File: src/rtl/edge_gpio_pkg.sv
package edge_gpio_pkg;
  localparam int unsigned NKIND = 8;

  typedef enum logic [2:0] {
    K_LEVEL, K_DIR, K_SET, K_CLR, K_RISE, K_FALL, K_STAT, K_GATE
  } reg_kind_e;

  function automatic int unsigned kind_off(reg_kind_e k);
    case (k)
      K_LEVEL: return 32'h00;
      K_DIR:   return 32'h0C;
      K_SET:   return 32'h18;
      K_CLR:   return 32'h24;
      K_RISE:  return 32'h30;
      K_FALL:  return 32'h3C;
      K_STAT:  return 32'h48;
      K_GATE:  return 32'h9C;
      default: return 32'h00;
    endcase
  endfunction

  // three banks share a 256-byte block, 4 bytes apart
  function automatic int unsigned bank_base(int unsigned n);
    return ((n / 3) << 8) + ((n % 3) << 2);
  endfunction
endpackage

File: src/rtl/edge_gpio_sync.sv
module edge_gpio_sync #(
  parameter int unsigned W = 32
) (
  input  logic         clk_i,
  input  logic         rst_ni,
  input  logic [W-1:0] d_i,
  output logic [W-1:0] q_o
);
  logic [W-1:0] s1_q, s2_q;

  always_ff @(posedge clk_i or negedge rst_ni) begin
    if (!rst_ni) begin
      s1_q <= '0;
      s2_q <= '0;
    end else begin
      s1_q <= d_i;
      s2_q <= s1_q;
    end
  end

  assign q_o = s2_q;
endmodule

File: src/rtl/edge_gpio_edge.sv
module edge_gpio_edge #(
  parameter int unsigned W = 32
) (
  input  logic         clk_i,
  input  logic         rst_ni,
  input  logic [W-1:0] lvl_i,
  input  logic [W-1:0] rise_en_i,
  input  logic [W-1:0] fall_en_i,
  input  logic [W-1:0] gate_i,
  output logic [W-1:0] evt_o
);
  logic [W-1:0] prev_q;

  always_ff @(posedge clk_i or negedge rst_ni) begin
    if (!rst_ni) prev_q <= '0;
    else         prev_q <= lvl_i;
  end

  assign evt_o = ((lvl_i & ~prev_q & rise_en_i) |
                  (~lvl_i & prev_q & fall_en_i)) & gate_i;
endmodule

File: src/rtl/edge_gpio_bank.sv
module edge_gpio_bank
  import edge_gpio_pkg::*;
#(
  parameter int unsigned BANK_IDX = 0,
  parameter int unsigned ADDR_W   = 10,
  parameter int unsigned PIN_W    = 32,
  parameter logic [PIN_W-1:0] INV_MASK = '0
) (
  input  logic              clk_i,
  input  logic              rst_ni,
  input  logic [ADDR_W-1:0] addr_i,
  input  logic              wr_en_i,
  input  logic [PIN_W-1:0]  wdata_i,
  input  logic [PIN_W-1:0]  pin_in_i,
  output logic [PIN_W-1:0]  rdata_o,
  output logic [PIN_W-1:0]  pin_out_o,
  output logic [PIN_W-1:0]  pin_oe_o,
  output logic [PIN_W-1:0]  status_o,
  output logic [PIN_W-1:0]  gate_o
);
  localparam int unsigned BASE = bank_base(BANK_IDX);

  logic [NKIND-1:0] hit;
  logic [PIN_W-1:0] rd_word [NKIND];

  for (genvar k = 0; k < NKIND; k++) begin : g_dec
    localparam logic [ADDR_W-1:0] KADDR =
      ADDR_W'(BASE + kind_off(reg_kind_e'(k)));
    assign hit[k] = (addr_i == KADDR);
  end

  logic [PIN_W-1:0] dir_q, out_q, rise_q, fall_q, stat_q, gate_q;
  logic [PIN_W-1:0] lvl, evt, clr_bits;

  edge_gpio_sync #(.W(PIN_W)) u_sync (
    .clk_i (clk_i),
    .rst_ni(rst_ni),
    .d_i   (pin_in_i),
    .q_o   (lvl)
  );

  edge_gpio_edge #(.W(PIN_W)) u_edge (
    .clk_i    (clk_i),
    .rst_ni   (rst_ni),
    .lvl_i    (lvl),
    .rise_en_i(rise_q),
    .fall_en_i(fall_q),
    .gate_i   (gate_q),
    .evt_o    (evt)
  );

  assign clr_bits = (wr_en_i && hit[K_STAT]) ? wdata_i : '0;

  always_ff @(posedge clk_i or negedge rst_ni) begin
    if (!rst_ni) begin
      dir_q  <= '0;
      out_q  <= '0;
      rise_q <= '0;
      fall_q <= '0;
      gate_q <= '0;
      stat_q <= '0;
    end else begin
      if (wr_en_i && hit[K_DIR])  dir_q  <= wdata_i;
      if (wr_en_i && hit[K_RISE]) rise_q <= wdata_i;
      if (wr_en_i && hit[K_FALL]) fall_q <= wdata_i;
      if (wr_en_i && hit[K_GATE]) gate_q <= wdata_i;
      if (wr_en_i && hit[K_SET])  out_q  <= out_q | wdata_i;
      if (wr_en_i && hit[K_CLR])  out_q  <= out_q & ~wdata_i;
      // new edge wins over a coincident clear
      stat_q <= (stat_q & ~clr_bits) | evt;
    end
  end

  assign rd_word[K_LEVEL] = lvl;
  assign rd_word[K_DIR]   = dir_q;
  assign rd_word[K_SET]   = out_q;
  assign rd_word[K_CLR]   = out_q;
  assign rd_word[K_RISE]  = rise_q;
  assign rd_word[K_FALL]  = fall_q;
  assign rd_word[K_STAT]  = stat_q;
  assign rd_word[K_GATE]  = gate_q;

  always_comb begin
    rdata_o = '0;
    for (int k = 0; k < NKIND; k++)
      if (hit[k]) rdata_o = rdata_o | rd_word[k];
  end

  assign pin_out_o = out_q;
  assign pin_oe_o  = dir_q ^ INV_MASK;
  assign status_o  = stat_q;
  assign gate_o    = gate_q;
endmodule

File: src/rtl/edge_gpio_ctrl.sv
module edge_gpio_ctrl
  import edge_gpio_pkg::*;
#(
  parameter int unsigned NUM_BANKS = 3,
  parameter int unsigned PIN_W     = 32,
  parameter int unsigned ADDR_W    = 10,
  parameter logic [NUM_BANKS*PIN_W-1:0] DIR_INV = 96'h0F00_0000_0000_0000_0000_0000
) (
  input  logic                       clk_i,
  input  logic                       rst_ni,
  input  logic [ADDR_W-1:0]          addr_i,
  input  logic                       wr_en_i,
  input  logic [PIN_W-1:0]           wdata_i,
  output logic [PIN_W-1:0]           rdata_o,
  input  logic [NUM_BANKS*PIN_W-1:0] pin_in_i,
  output logic [NUM_BANKS*PIN_W-1:0] pin_out_o,
  output logic [NUM_BANKS*PIN_W-1:0] pin_oe_o,
  output logic                       irq_o
);
  localparam int unsigned NPINS = NUM_BANKS * PIN_W;

  logic [PIN_W-1:0] bank_rdata [NUM_BANKS];
  logic [NPINS-1:0] status_all;
  logic [NPINS-1:0] gate_all;

  for (genvar b = 0; b < NUM_BANKS; b++) begin : g_bank
    edge_gpio_bank #(
      .BANK_IDX(b),
      .ADDR_W  (ADDR_W),
      .PIN_W   (PIN_W),
      .INV_MASK(DIR_INV[b*PIN_W +: PIN_W])
    ) u_bank (
      .clk_i    (clk_i),
      .rst_ni   (rst_ni),
      .addr_i   (addr_i),
      .wr_en_i  (wr_en_i),
      .wdata_i  (wdata_i),
      .pin_in_i (pin_in_i[b*PIN_W +: PIN_W]),
      .rdata_o  (bank_rdata[b]),
      .pin_out_o(pin_out_o[b*PIN_W +: PIN_W]),
      .pin_oe_o (pin_oe_o[b*PIN_W +: PIN_W]),
      .status_o (status_all[b*PIN_W +: PIN_W]),
      .gate_o   (gate_all[b*PIN_W +: PIN_W])
    );
  end

  always_comb begin
    rdata_o = '0;
    for (int b = 0; b < NUM_BANKS; b++) rdata_o = rdata_o | bank_rdata[b];
  end

  assign irq_o = |status_all;
endmodule

File: config.mk
export PLATFORM = sky130hd
export DESIGN_NAME = edge_gpio_ctrl
export DESIGN_NICKNAME = d
export VERILOG_FILES = /design/src/rtl/edge_gpio_pkg.sv /design/src/rtl/edge_gpio_sync.sv /design/src/rtl/edge_gpio_edge.sv /design/src/rtl/edge_gpio_bank.sv /design/src/rtl/edge_gpio_ctrl.sv
export SDC_FILE = /design/constraint.sdc
export NUM_CORES = 1
export LEC_CHECK = 0
export BUFFER_PORTS_ARGS = -buffer_cell sky130_fd_sc_hd__buf_4
export CORE_UTILIZATION = 35
export CTS_BUF_LIST = sky130_fd_sc_hd__clkbuf_2
export CTS_CLUSTER_DIAMETER = 60
export DETAILED_ROUTE_END_ITERATION = 7
export GPL_TIMING_DRIVEN = 0
export SLEW_MARGIN = 20
export SYNTH_ARGS = -nofsm -noshare
export SYNTH_HDL_FRONTEND = slang
export SYNTH_SLANG_ARGS = --single-unit
export TNS_END_PERCENT = 10
File: constraint.sdc
create_clock -name clk_i -period 3.8 [get_ports clk_i]
set_input_delay 0.76 -clock clk_i [delete_from_list [all_inputs] [get_ports clk_i]]
set_output_delay 0.76 -clock clk_i [all_outputs]
set_load 0.02 [all_outputs]
; Word level (Yosys, flattened, before mapping)
; Cells that the tools add are included.
[word_totals]
reg_bits = 864
input_bits = 141
out_inout_bits = 225
elab_cells = 173
[op_classes]
eq_ne = 23
mux = 33
bitwise = 64
n_reduce_logical = 26
[ops]
columns = operator, n
row1 = 32-bit 2-to-1 mux, 33
row2 = 32-bit bitwise OR, 32
row3 = 32-bit AND, 21
row4 = 32-bit NOT, 10
row5 = 96-bit OR reduction, 1
row6 = "10-bit by 6-bit == test with 1-bit output, second input constant", 8
row7 = "10-bit by 7-bit == test with 1-bit output, second input constant", 5
row8 = "10-bit by 5-bit == test with 1-bit output, second input constant", 4
row9 = "10-bit by 8-bit == test with 1-bit output, second input constant", 3
row10 = 1-bit logical AND, 21
row11 = "10-bit by 4-bit == test with 1-bit output, second input constant", 2
row12 = "10-bit by 3-bit == test with 1-bit output, second input constant", 1
row13 = 10-bit zero test, 1
row14 = 2-bit nonzero test, 3
row15 = 4-bit NOT, 1

; Longest topological paths before layout
; Gate-level depths: netlist of run 1.
[logic_depth]
ltp_word = 18
depth_mapped = 10
depth_no_buf = 5

; Modules after synthesis
; A second synthesis of run 1 with hierarchy kept.
[hier_totals]
cells_unflattened = 3000
area_unflattened_um2 = 37539.8
[modules_own_cells]
columns = mod, n_inst, cells_per_inst, area_each_um2
row1 = edge_gpio_bank (g_bank[0].u_bank), 1, 768, 9301.4
row2 = edge_gpio_bank (g_bank[1].u_bank), 1, 785, 9292.7
row3 = edge_gpio_bank (g_bank[2].u_bank), 1, 806, 9288.9
row4 = edge_gpio_sync, 3, 64, 1601.5
row5 = edge_gpio_edge, 3, 128, 1481.4
row6 = edge_gpio_ctrl, 1, 65, 407.9

; Worst setup path before layout of run 1
; OpenSTA, ideal clock, no wires.
[synth_timing]
path_type = input to output
from = input port addr_i[9]
to = output port rdata_o[24]
arrival_time_ns = 2.713
slack_ns = 0.327
stages = 7
n_path_buf = 3
cell_sequence = or4_4 -> buf_6 -> nor3_4 -> buf_4 -> buf_4 -> a22oi_1 -> o211ai_1
[synth_between]
elab_chain_len = 18
elab_cells_between_ends = 71
classes_between = eq/ne (23) / mux (24) / bitwise (23) / reduce/logical (1)
[synth_lines]
columns = item, line
row1 = start: declaration, edge_gpio_ctrl.sv:11  ; input logic [ADDR_W-1:0] addr_i,
row2 = 10-bit by 3-bit == test with 1-bit output or 10-bit zero test (tied branches), edge_gpio_bank.sv:29  ; assign hit[k] = (addr_i == KADDR);
row3 = 32-bit 2-to-1 mux, edge_gpio_bank.sv:86  ; if (hit[k]) rdata_o = rdata_o | rd_word[k];
row4 = 32-bit bitwise OR, edge_gpio_bank.sv:86
row5 = 32-bit 2-to-1 mux, edge_gpio_bank.sv:86
row6 = 32-bit bitwise OR, edge_gpio_bank.sv:86
row7 = 32-bit 2-to-1 mux, edge_gpio_bank.sv:86
row8 = 32-bit bitwise OR, edge_gpio_bank.sv:86
row9 = 32-bit 2-to-1 mux, edge_gpio_bank.sv:86
row10 = (+2 left out), n/a
row11 = 32-bit bitwise OR, edge_gpio_bank.sv:86
row12 = 32-bit 2-to-1 mux, edge_gpio_bank.sv:86
row13 = 32-bit bitwise OR, edge_gpio_bank.sv:86
row14 = 32-bit 2-to-1 mux, edge_gpio_bank.sv:86
row15 = 32-bit bitwise OR, edge_gpio_bank.sv:86
row16 = 32-bit 2-to-1 mux, edge_gpio_bank.sv:86
row17 = 32-bit bitwise OR, edge_gpio_ctrl.sv:49  ; for (int b = 0; b < NUM_BANKS; b++) rdata_o = rdata_o | bank_rdata[b];
row18 = 32-bit bitwise OR (*), edge_gpio_ctrl.sv:49
row19 = end: declaration, edge_gpio_ctrl.sv:14  ; output logic [PIN_W-1:0] rdata_o,
; Mark *: on every way between the ends. The rest lies on a longest branch, timed or not.

; Worst setup path in the final report of run 1
[layout_timing]
from = register g_bank[2].u_bank.stat_q[17]
to = output port irq_o
[layout_between]
elab_chain_len = 1
[layout_lines]
columns = item, line
row1 = start: declaration, edge_gpio_bank.sv:32  ; logic [PIN_W-1:0] dir_q, out_q, rise_q, fall_q, stat_q, gate_q;
row2 = start signal: assignment, edge_gpio_bank.sv:70  ; stat_q <= (stat_q & ~clr_bits) | evt;
row3 = 96-bit OR reduction, edge_gpio_ctrl.sv:52  ; assign irq_o = |status_all;
row4 = end: declaration, edge_gpio_ctrl.sv:18  ; output logic irq_o
; No other way between the ends.

==> results.json, run 1 <==
{
  "synthTopCellsByArea": "sky130_fd_sc_hd__dfrtp_1 (59%), sky130_fd_sc_hd__mux2_2 (11%), sky130_fd_sc_hd__a22o_1 (3.5%)",
  "crit_chain": "nor4_2 > nand4_1 > nor4_4 > nand2_2 > buf_6",
  "finalWorstSetupSlack_ps": -618,
  "post-place-ws_ps": -1360,
  "post_synth_instance_area_sq_um": 36900,
  "grt_max_degree": 144,
  "dp_hpwl_microns": 127000,
  "initial_antenna_violation_count": 10,
  "fraction_of_final_layout_cells_with_drive_strength_greater_than_1_pct": 36.6,
  "groute.usage.overall_pct": 34.6,
  "vias_in_the_first_global_route": 32000,
  "gr-total-overflow": 0,
  "vias": 33500,
  "worstMarginPinSlew_ps": 1260,
  "run_status": "finished with violations",
  "postSynth.topFlopCell": "sky130_fd_sc_hd__dfrtp_1",
  "endpoint_kind": "primary output",
  "power.density_nw_per_um2": 380,
  "design.core.area_sq_um": 104000,
  "cts.root.buffer_cell": "sky130_fd_sc_hd__clkbuf_2",
  "final_min_period_over_clock_period_pct": 116,
  "wl_microns": 188000,
  "cellLeakagePower_uw": 0.0221,
  "timing.final.crit_period_ps": 4420,
  "ys_seq_area_share_pct": 58.6,
  "timing.critical_path.slowest_cell_delay_ps": 560,
  "postSynthRegisterBits": 864,
  "die-area_sq_um": 107000,
  "drtPass1Iterations": 7,
  "synthesis.area_per_instance_sq_um": 12.5,
  "drt.antenna.violating_nets": 0,
  "clock_tree_from_tritoncts": "built",
  "cell_area_placed_sq_um": 41800,
  "slowest_stage": "sky130_fd_sc_hd__dfrtp_1",
  "post_synth_inst_count": 2961,
  "timing.critical_path.fanout_max": 3,
  "timing.hold.worst.class": "primary input to flop",
  "final_net_count": 3995,
  "cts_made_buffers": 227,
  "cap_violations": 0,
  "area_fraction_of_the_dominant_cell_type_after_synthesis_pct": 58.6,
  "postSynthNetCount": 3102,
  "synth-warning-count": 0,
  "io_pins": 366,
  "grt_setup_unrepaired": "true",
  "max_freq_ghz": 0.226,
  "total_non_filler_cell_area_in_the_finished_layout_sq_um": 47500,
  "clock_buffer_depth": 3,
  "worst_setup_hold_path_clk_slew_ps": 110,
  "final-setup-viol-count": 33,
  "synth.distinct_cells": 79,
  "req_time_crit_path_ps": 3040,
  "post-synth-top-area-cell": "sky130_fd_sc_hd__dfrtp_1",
  "worst-setup-path-type": "flop to primary output",
  "worst_ep_arrival_time_ps": 3660,
  "async_flop_share_pct": 100,
  "synth_enable_flop_cells": 0,
  "numPortBuffers": 363,
  "layout-area-overhead-vs-synth_pct": 28.7,
  "rows": 118,
  "largest_voltage_drop_on_the_vdd_net_v": 0.000197,
  "routedWlPerCell_microns": 34.6,
  "worstSkewPairLatency_ps": 1640,
  "post_drt_via_cell_ratio": 6.18,
  "startpoint_type": "flop",
  "drc": 4,
  "cts.htree.levels": 4,
  "die_width_microns": 327,
  "slew_viol_final": 0,
  "globalplace.congestion": 1.06,
  "clock_skew_ps": 167,
  "grt_pass1_wl_microns": 255000,
  "violations": "design-rule violations, negative setup slack",
  "cts.sink_count": 864,
  "starting_density_of_the_core_pct": 35.5,
  "timing.final.hold_violations": 0,
  "floorplan.die.height_microns": 327,
  "drt_iter0_drc": 5099,
  "timing.slew.headroom_pct": 16.2
}
[metal layers]
layer	track usage [%]	wire length, microns	up-vias
met2	48.0	76400	2772
met3	14.8	26300	783
met4	22.6	14300	14
met1	43.8	70400	16900
met5	0.444	232	-
li1	-	-	13100
[cell type report]
class	instances	area [sq um]
diodes	16	40.0
plain buffers	272	1690
clock buffers	336	1680
clock inverters	71	402
fillers	9747	56600
inverters	8	33.8
multi-input cells	1816	14400
flip-flops and latches	864	21700
well taps	1380	1730
repair buffers	665	5850
[critical path, delay by kind of cell (launching register included)]
kind / cells / cell delay, ps
buffers and inverters: 1 / 180
and+or+nand+nor: 4 / 1290
DFF: 1 / 560
[timing repair]
item	in CTS	in global routing
pin swaps	33	14
gates resized for setup	204	59
endpoints found under the setup margin	33	33
hold buffers	258	0
buffers inserted	20	7
endpoints found under the hold margin	1159	0
[per-stage QoR]
step	hold slack (ps)	TNS [ps]	total power [uW]	instances	utilization (%)
final	91.4	-12620	18000	5428	45.6
after global routing	30.9	-12220	18700	5415	45.6
after CTS	7.97	-13090	18100	5405	45.4
after detailed placement	335	-106170	11100	4721	40.1
after global placement	332	-7369520	11100	4704	39.8
after floorplan	331	0	10200	2961	-
[cells by family after synthesis]
kind of cell           count (synthesis)  synth area share [%]
muxes                                443                  13.7
buffers and inverters                281                  3.76
AOI/OAI and AO/OA                    801                  15.3
and+or+nand+nor                      572                  8.69
DFF                                  864                  58.6
[synth_stat cells (all sizes together) (9+ instances only)]
master     n
nand2    259
a22oi    136
dfrtp    864
o22ai     23
nor3      16
nand3b   104
a31oi     65
mux2i     44
a22o     148
nor2b     10
a21oi    151
o32ai     16
o21ai    118
buf      154
a32oi     20
clkbuf   119
mux2     399
a221oi    12
nand3     31
and2       9
nand4     23
o22a      11
a222oi    24
nor4      31
nor2      27
or4       15
o2bb2ai   16
a2bb2oi   15
[placed cells by master (no fill, tap or decap), drive strengths merged, types with 5 or more instances in the layout]
master / count
nor3: 16
a31oi: 65
nor2: 27
dlygate4sd3: 257
nand2: 259
nor4: 31
nand3b: 104
dfrtp: 864
a22o: 148
o21ai: 118
nand4: 23
buf: 560
o2bb2ai: 16
mux2i: 44
o32ai: 16
a21oi: 151
a32oi: 20
a221oi: 12
and3b: 6
a211oi: 6
a22oi: 136
mux2: 399
a32o: 8
clkbuf: 456
o22a: 11
a222oi: 24
and2: 9
o211ai: 7
o22ai: 23
a2bb2oi: 15
diode: 16
or4: 15
inv: 16
or4bb: 5
nor2b: 10
clkinv: 59
nand3: 31
nand2b: 6
[worst paths after layout]
path                                             startpoint                                 end  slack, ps  depth (start not counted)
max                           g_bank[2].u_bank.status_o[17]                               irq_o       -620                          5
min                                              wdata_i[5]        g_bank[0].u_bank.status_o[5]         90                          4
max reg2reg                 g_bank[2].u_bank.u_sync.q_o[28]       g_bank[2].u_bank.status_o[28]       2660                          3
min reg2reg                g_bank[1].u_bank.u_sync.s1_q[19]     g_bank[1].u_bank.u_sync.q_o[19]        200                          0
max in group asynchronous                            rst_ni  g_bank[1].u_bank.u_edge.prev_q[16]       1500                          6
min in group asynchronous                            rst_ni          asynchronous set/reset pin        430                          4
[power breakdown]
part           total [uW]  leakage (uW)  switching (uW)  internal [uW]
clock                6760       0.00160            4200           2560
sequential           9700        0.0113             262           9440
combinational        1590       0.00920             989            597
Power figures use the tool's default switching activity.
==> run 2, diff against run 1 <==
--- a/config.mk
+++ b/config.mk
@@ -6,7 +6,7 @@
 export NUM_CORES = 1
 export LEC_CHECK = 0
 export BUFFER_PORTS_ARGS = -buffer_cell sky130_fd_sc_hd__buf_4
-export CORE_UTILIZATION = 35
+export CORE_UTILIZATION = 31
 export CTS_BUF_LIST = sky130_fd_sc_hd__clkbuf_2
 export CTS_CLUSTER_DIAMETER = 60
 export DETAILED_ROUTE_END_ITERATION = 7
@@ -14,5 +14,6 @@
 export SLEW_MARGIN = 20
 export SYNTH_ARGS = -nofsm -noshare
 export SYNTH_HDL_FRONTEND = slang
+export SYNTH_HIERARCHICAL = 1
 export SYNTH_SLANG_ARGS = --single-unit
 export TNS_END_PERCENT = 10
==> results.json, run 2 <==
{
  "run_status": "finished with violations",
  "violations": "negative setup slack",
  "drt_iter0_drc": 3687,
  "seq_area_sq_um": 21600,
  "floorplan.die.height_microns": 350,
  "startpoint_type": "primary input",
  "timing.critical_path.slowest_cell_delay_ps": 770,
  "async_flop_share_pct": 100,
  "groute.usage.overall_pct": 25.9,
  "post_synth_and_or_nand_nor_area_fraction_pct": 12.6,
  "p_comb_share_pct": 8.0,
  "final_net_count": 4005,
  "timing.critical_path.max_delay_family": "buffers and inverters",
  "cell_area_placed_sq_um": 42500,
  "largest_voltage_drop_on_the_vdd_net_v": 0.000197,
  "timing.hold.worst.class": "primary input to flop",
  "sw_share_pct": 29.4,
  "finish.cell_count_without_fillers": 5652,
  "timing.final.hold_violations": 0,
  "timing.final.crit_period_ps": 4360,
  "p_switching_uw": 5190,
  "post_synth_inst_count": 3000,
  "grt_pass1_wl_microns": 227000,
  "post-synth-top-area-cell": "sky130_fd_sc_hd__dfrtp_1",
  "vias": 31900,
  "final_min_period_over_clock_period_pct": 115,
  "adder_cell_share_of_the_synthesized_area_pct": 0,
  "cellInternalPower_uw": 12400,
  "synthMuxAreaShare_pct": 12.1,
  "fill_cells": 11700,
  "cellLeakagePower_uw": 0.0232,
  "worst-setup-path-type": "primary input to primary output",
  "synthTopCellsByCount": "sky130_fd_sc_hd__dfrtp_1 (864), sky130_fd_sc_hd__nand2_1 (271), sky130_fd_sc_hd__mux2_2 (222), sky130_fd_sc_hd__nand4b_1 (200), sky130_fd_sc_hd__a22oi_1 (177)",
  "post_drt_via_cell_ratio": 5.65,
  "initial_antenna_violation_count": 9,
  "wl_microns": 161000,
  "worst_setup_hold_path_clk_slew_ps": 90,
  "fraction_of_synthesized_cell_area_in_xor_and_xnor_cells_pct": 0.0233,
  "cts.sink_count": 864,
  "layout_commonest_cell": "sky130_fd_sc_hd__dfrtp_1",
  "power.density_nw_per_um2": 369,
  "layout-area-overhead-vs-synth_pct": 27.4,
  "io_pins": 366,
  "slew_viol_final": 0,
  "postSynth.topFlopCell": "sky130_fd_sc_hd__dfrtp_1",
  "cts_made_buffers": 227,
  "globalplace.congestion": 0.974,
  "synth_top_family_by_area": "compound AO/OA/AOI/OAI gates",
  "post_synth_instance_area_sq_um": 37500,
  "synth_enable_flop_cells": 0,
  "die-area_sq_um": 122000,
  "clock_buffer_depth": 3,
  "timing.slew.headroom_pct": 30.2,
  "synth-compound-area-share_pct": 14.6,
  "grt_setup_unrepaired": "true",
  "synthesis.area_per_instance_sq_um": 12.5,
  "grt_max_degree": 139,
  "design.core.area_sq_um": 120000,
  "drt.antenna.violating_nets": 0,
  "final-setup-viol-count": 33,
  "starting_density_of_the_core_pct": 31.3,
  "gr-total-overflow": 0,
  "total_non_filler_cell_area_in_the_finished_layout_sq_um": 47800,
  "power_uw": 17600,
  "endpoint_kind": "primary output",
  "hold_ws_ps": 164,
  "worstMarginPinSlew_ps": 1050,
  "cap_violations": 0,
  "synthTopCellsByArea": "sky130_fd_sc_hd__dfrtp_1 (58%), sky130_fd_sc_hd__mux2_2 (6.7%), sky130_fd_sc_hd__nand4b_1 (4.7%)",
  "max_freq_ghz": 0.229,
  "cts.root.buffer_cell": "sky130_fd_sc_hd__clkbuf_2",
  "postSynthNetCount": 3141,
  "slowest_stage": "sky130_fd_sc_hd__clkbuf_1",
  "rows": 127,
  "fraction_of_final_layout_cells_with_drive_strength_greater_than_1_pct": 31.9,
  "dp_hpwl_microns": 113000,
  "finalWorstSetupSlack_ps": -560,
  "ys_seq_area_share_pct": 57.6,
  "postSynthRegisterBits": 864,
  "area_fraction_of_the_dominant_cell_type_after_synthesis_pct": 57.6,
  "crit_chain": "buf_4 > buf_2 > and2_1 > clkbuf_1 > clkbuf_1 > a22oi_1 > a2bb2oi_1 > nand3_1 > or3_4 > buf_4",
  "place.detailed.instances": 4983,
  "routedWlPerCell_microns": 28.4,
  "timing.critical_path.buf_inv": 5,
  "multi_input_gate_area_sq_um": 15300,
  "die_width_microns": 350,
  "clock_skew_ps": 118,
  "numPortBuffers": 365,
  "vias_in_the_first_global_route": 31400,
  "worst_ep_arrival_time_ps": 3600,
  "synth-warning-count": 6,
  "synth.distinct_cells": 72,
  "cts.htree.levels": 4,
  "timing.critical_path.fanout_max": 15,
  "drtPass1Iterations": 6,
  "synthMostInstantiatedCell": "sky130_fd_sc_hd__dfrtp_1",
  "worstSkewPairLatency_ps": 1590,
  "clock_tree_from_tritoncts": "built",
  "final_cell_mix": "sky130_fd_sc_hd__dfrtp_1 (846), sky130_fd_sc_hd__buf_4 (397), sky130_fd_sc_hd__clkbuf_2 (355)",
  "req_time_crit_path_ps": 3040,
  "drc": 0,
  "clock_power_share_pct": 37.2,
  "p_seq_share_pct": 54.8
}
## run 2: cell types whose count changed after synthesis, moves of 30 or more
cell	previous run	this run
sky130_fd_sc_hd__nand4b_1	2	200
sky130_fd_sc_hd__o21ai_0	118	26
sky130_fd_sc_hd__mux2_2	364	222
sky130_fd_sc_hd__a22oi_1	136	177
sky130_fd_sc_hd__mux2_4	30	60
sky130_fd_sc_hd__mux2_1	5	102
sky130_fd_sc_hd__a21o_1	1	97
sky130_fd_sc_hd__nand3_1	27	63
sky130_fd_sc_hd__a22o_1	148	48
sky130_fd_sc_hd__buf_2	86	47
sky130_fd_sc_hd__mux2i_1	44	0
sky130_fd_sc_hd__nand3b_1	104	2
## run 2: timing repair
item	4_1_cts	5_1_grt
pin swaps	30	17
hold buffers	255	0
gates resized for setup	152	36
endpoints found under the hold margin	899	0
buffers inserted	7	4
endpoints found under the setup margin	33	33
## run 2: path summary, 6_finish.rpt
path | to | slack, ps | cells past startpoint | start
min in group asynchronous | g_bank[0].u_bank/u_sync/s1_q[6] | 410 | 4 | rst_ni
worst max register to register | flop | 2440 | 3 | flop
worst max-delay path | rdata_o[18] | -560 | 10 | addr_i[5]
worst min register to register | g_bank[0].u_bank/u_sync/q_o[19] | 310 | 0 | g_bank[0].u_bank/u_sync/s1_q[19]
worst min-delay path | g_bank[1].u_bank/fall_q[0] | 160 | 5 | addr_i[1]
max in group asynchronous | g_bank[2].u_bank/gate_o[28] | 1430 | 6 | rst_ni
## run 2: layout make-up
cell class	count	share of cell area (%)
Clock inverter	78	0.882
Sequential cell	864	45.2
Clock buffer	324	3.39
Inverter	7	0.0549
Timing Repair Buffer	637	11.8
Multi-Input combinational cell	1906	31.9
Buffer	221	2.50
Tap cell	1612	4.22
Antenna cell	3	0.0157
## run 2: worst reg2reg max path, stage by stage, from the launching register on
cell,delay (ps)
sky130_fd_sc_hd__dfrtp_1,480
sky130_fd_sc_hd__a21oi_1,150
sky130_fd_sc_hd__a31oi_1,50
sky130_fd_sc_hd__dlygate4sd3_1,580
## run 2: power by group through the flow
stage / registers, uW / logic, uW / clock network [uW]
after global placement: 9840 / 1130 / 0
after detailed placement: 9840 / 1160 / 0
after floorplan: 9770 / 333 / 0
after global routing: 9700 / 1490 / 7240
final: 9670 / 1410 / 6560
after CTS: 9660 / 1390 / 6760
## run 2: logic make-up (layout without fill, tap and decap cells)
family                    after synthesis  in the layout
AOI/OAI and AO/OA                     758            758
and+or+nand+nor                       763            763
muxes                                 384            384
xor gates and xnor gates                1              1
DFF                                   864            864
buffers and inverters                 230           1267
other                                   0              3
## run 2: stage by stage
step	worst slack, ps	setup TNS (ps)	utilization (%)
floorplan	413	0	-
global placement	-8450	-7185220	35.3
detailed placement	-1470	-34840	35.4
CTS	-575	-15050	39.8
global route	-584	-15660	39.9
finish	-560	-14380	39.9
## run 2: metal layers
metal  vias up  track usage (%)  share of wire, %
li1      13300                -                 -
met1     16300             33.5                40
met5         -                0             0.022
met4         6             12.9               4.9
met2      1869             38.0                43
met3       356             9.24                12
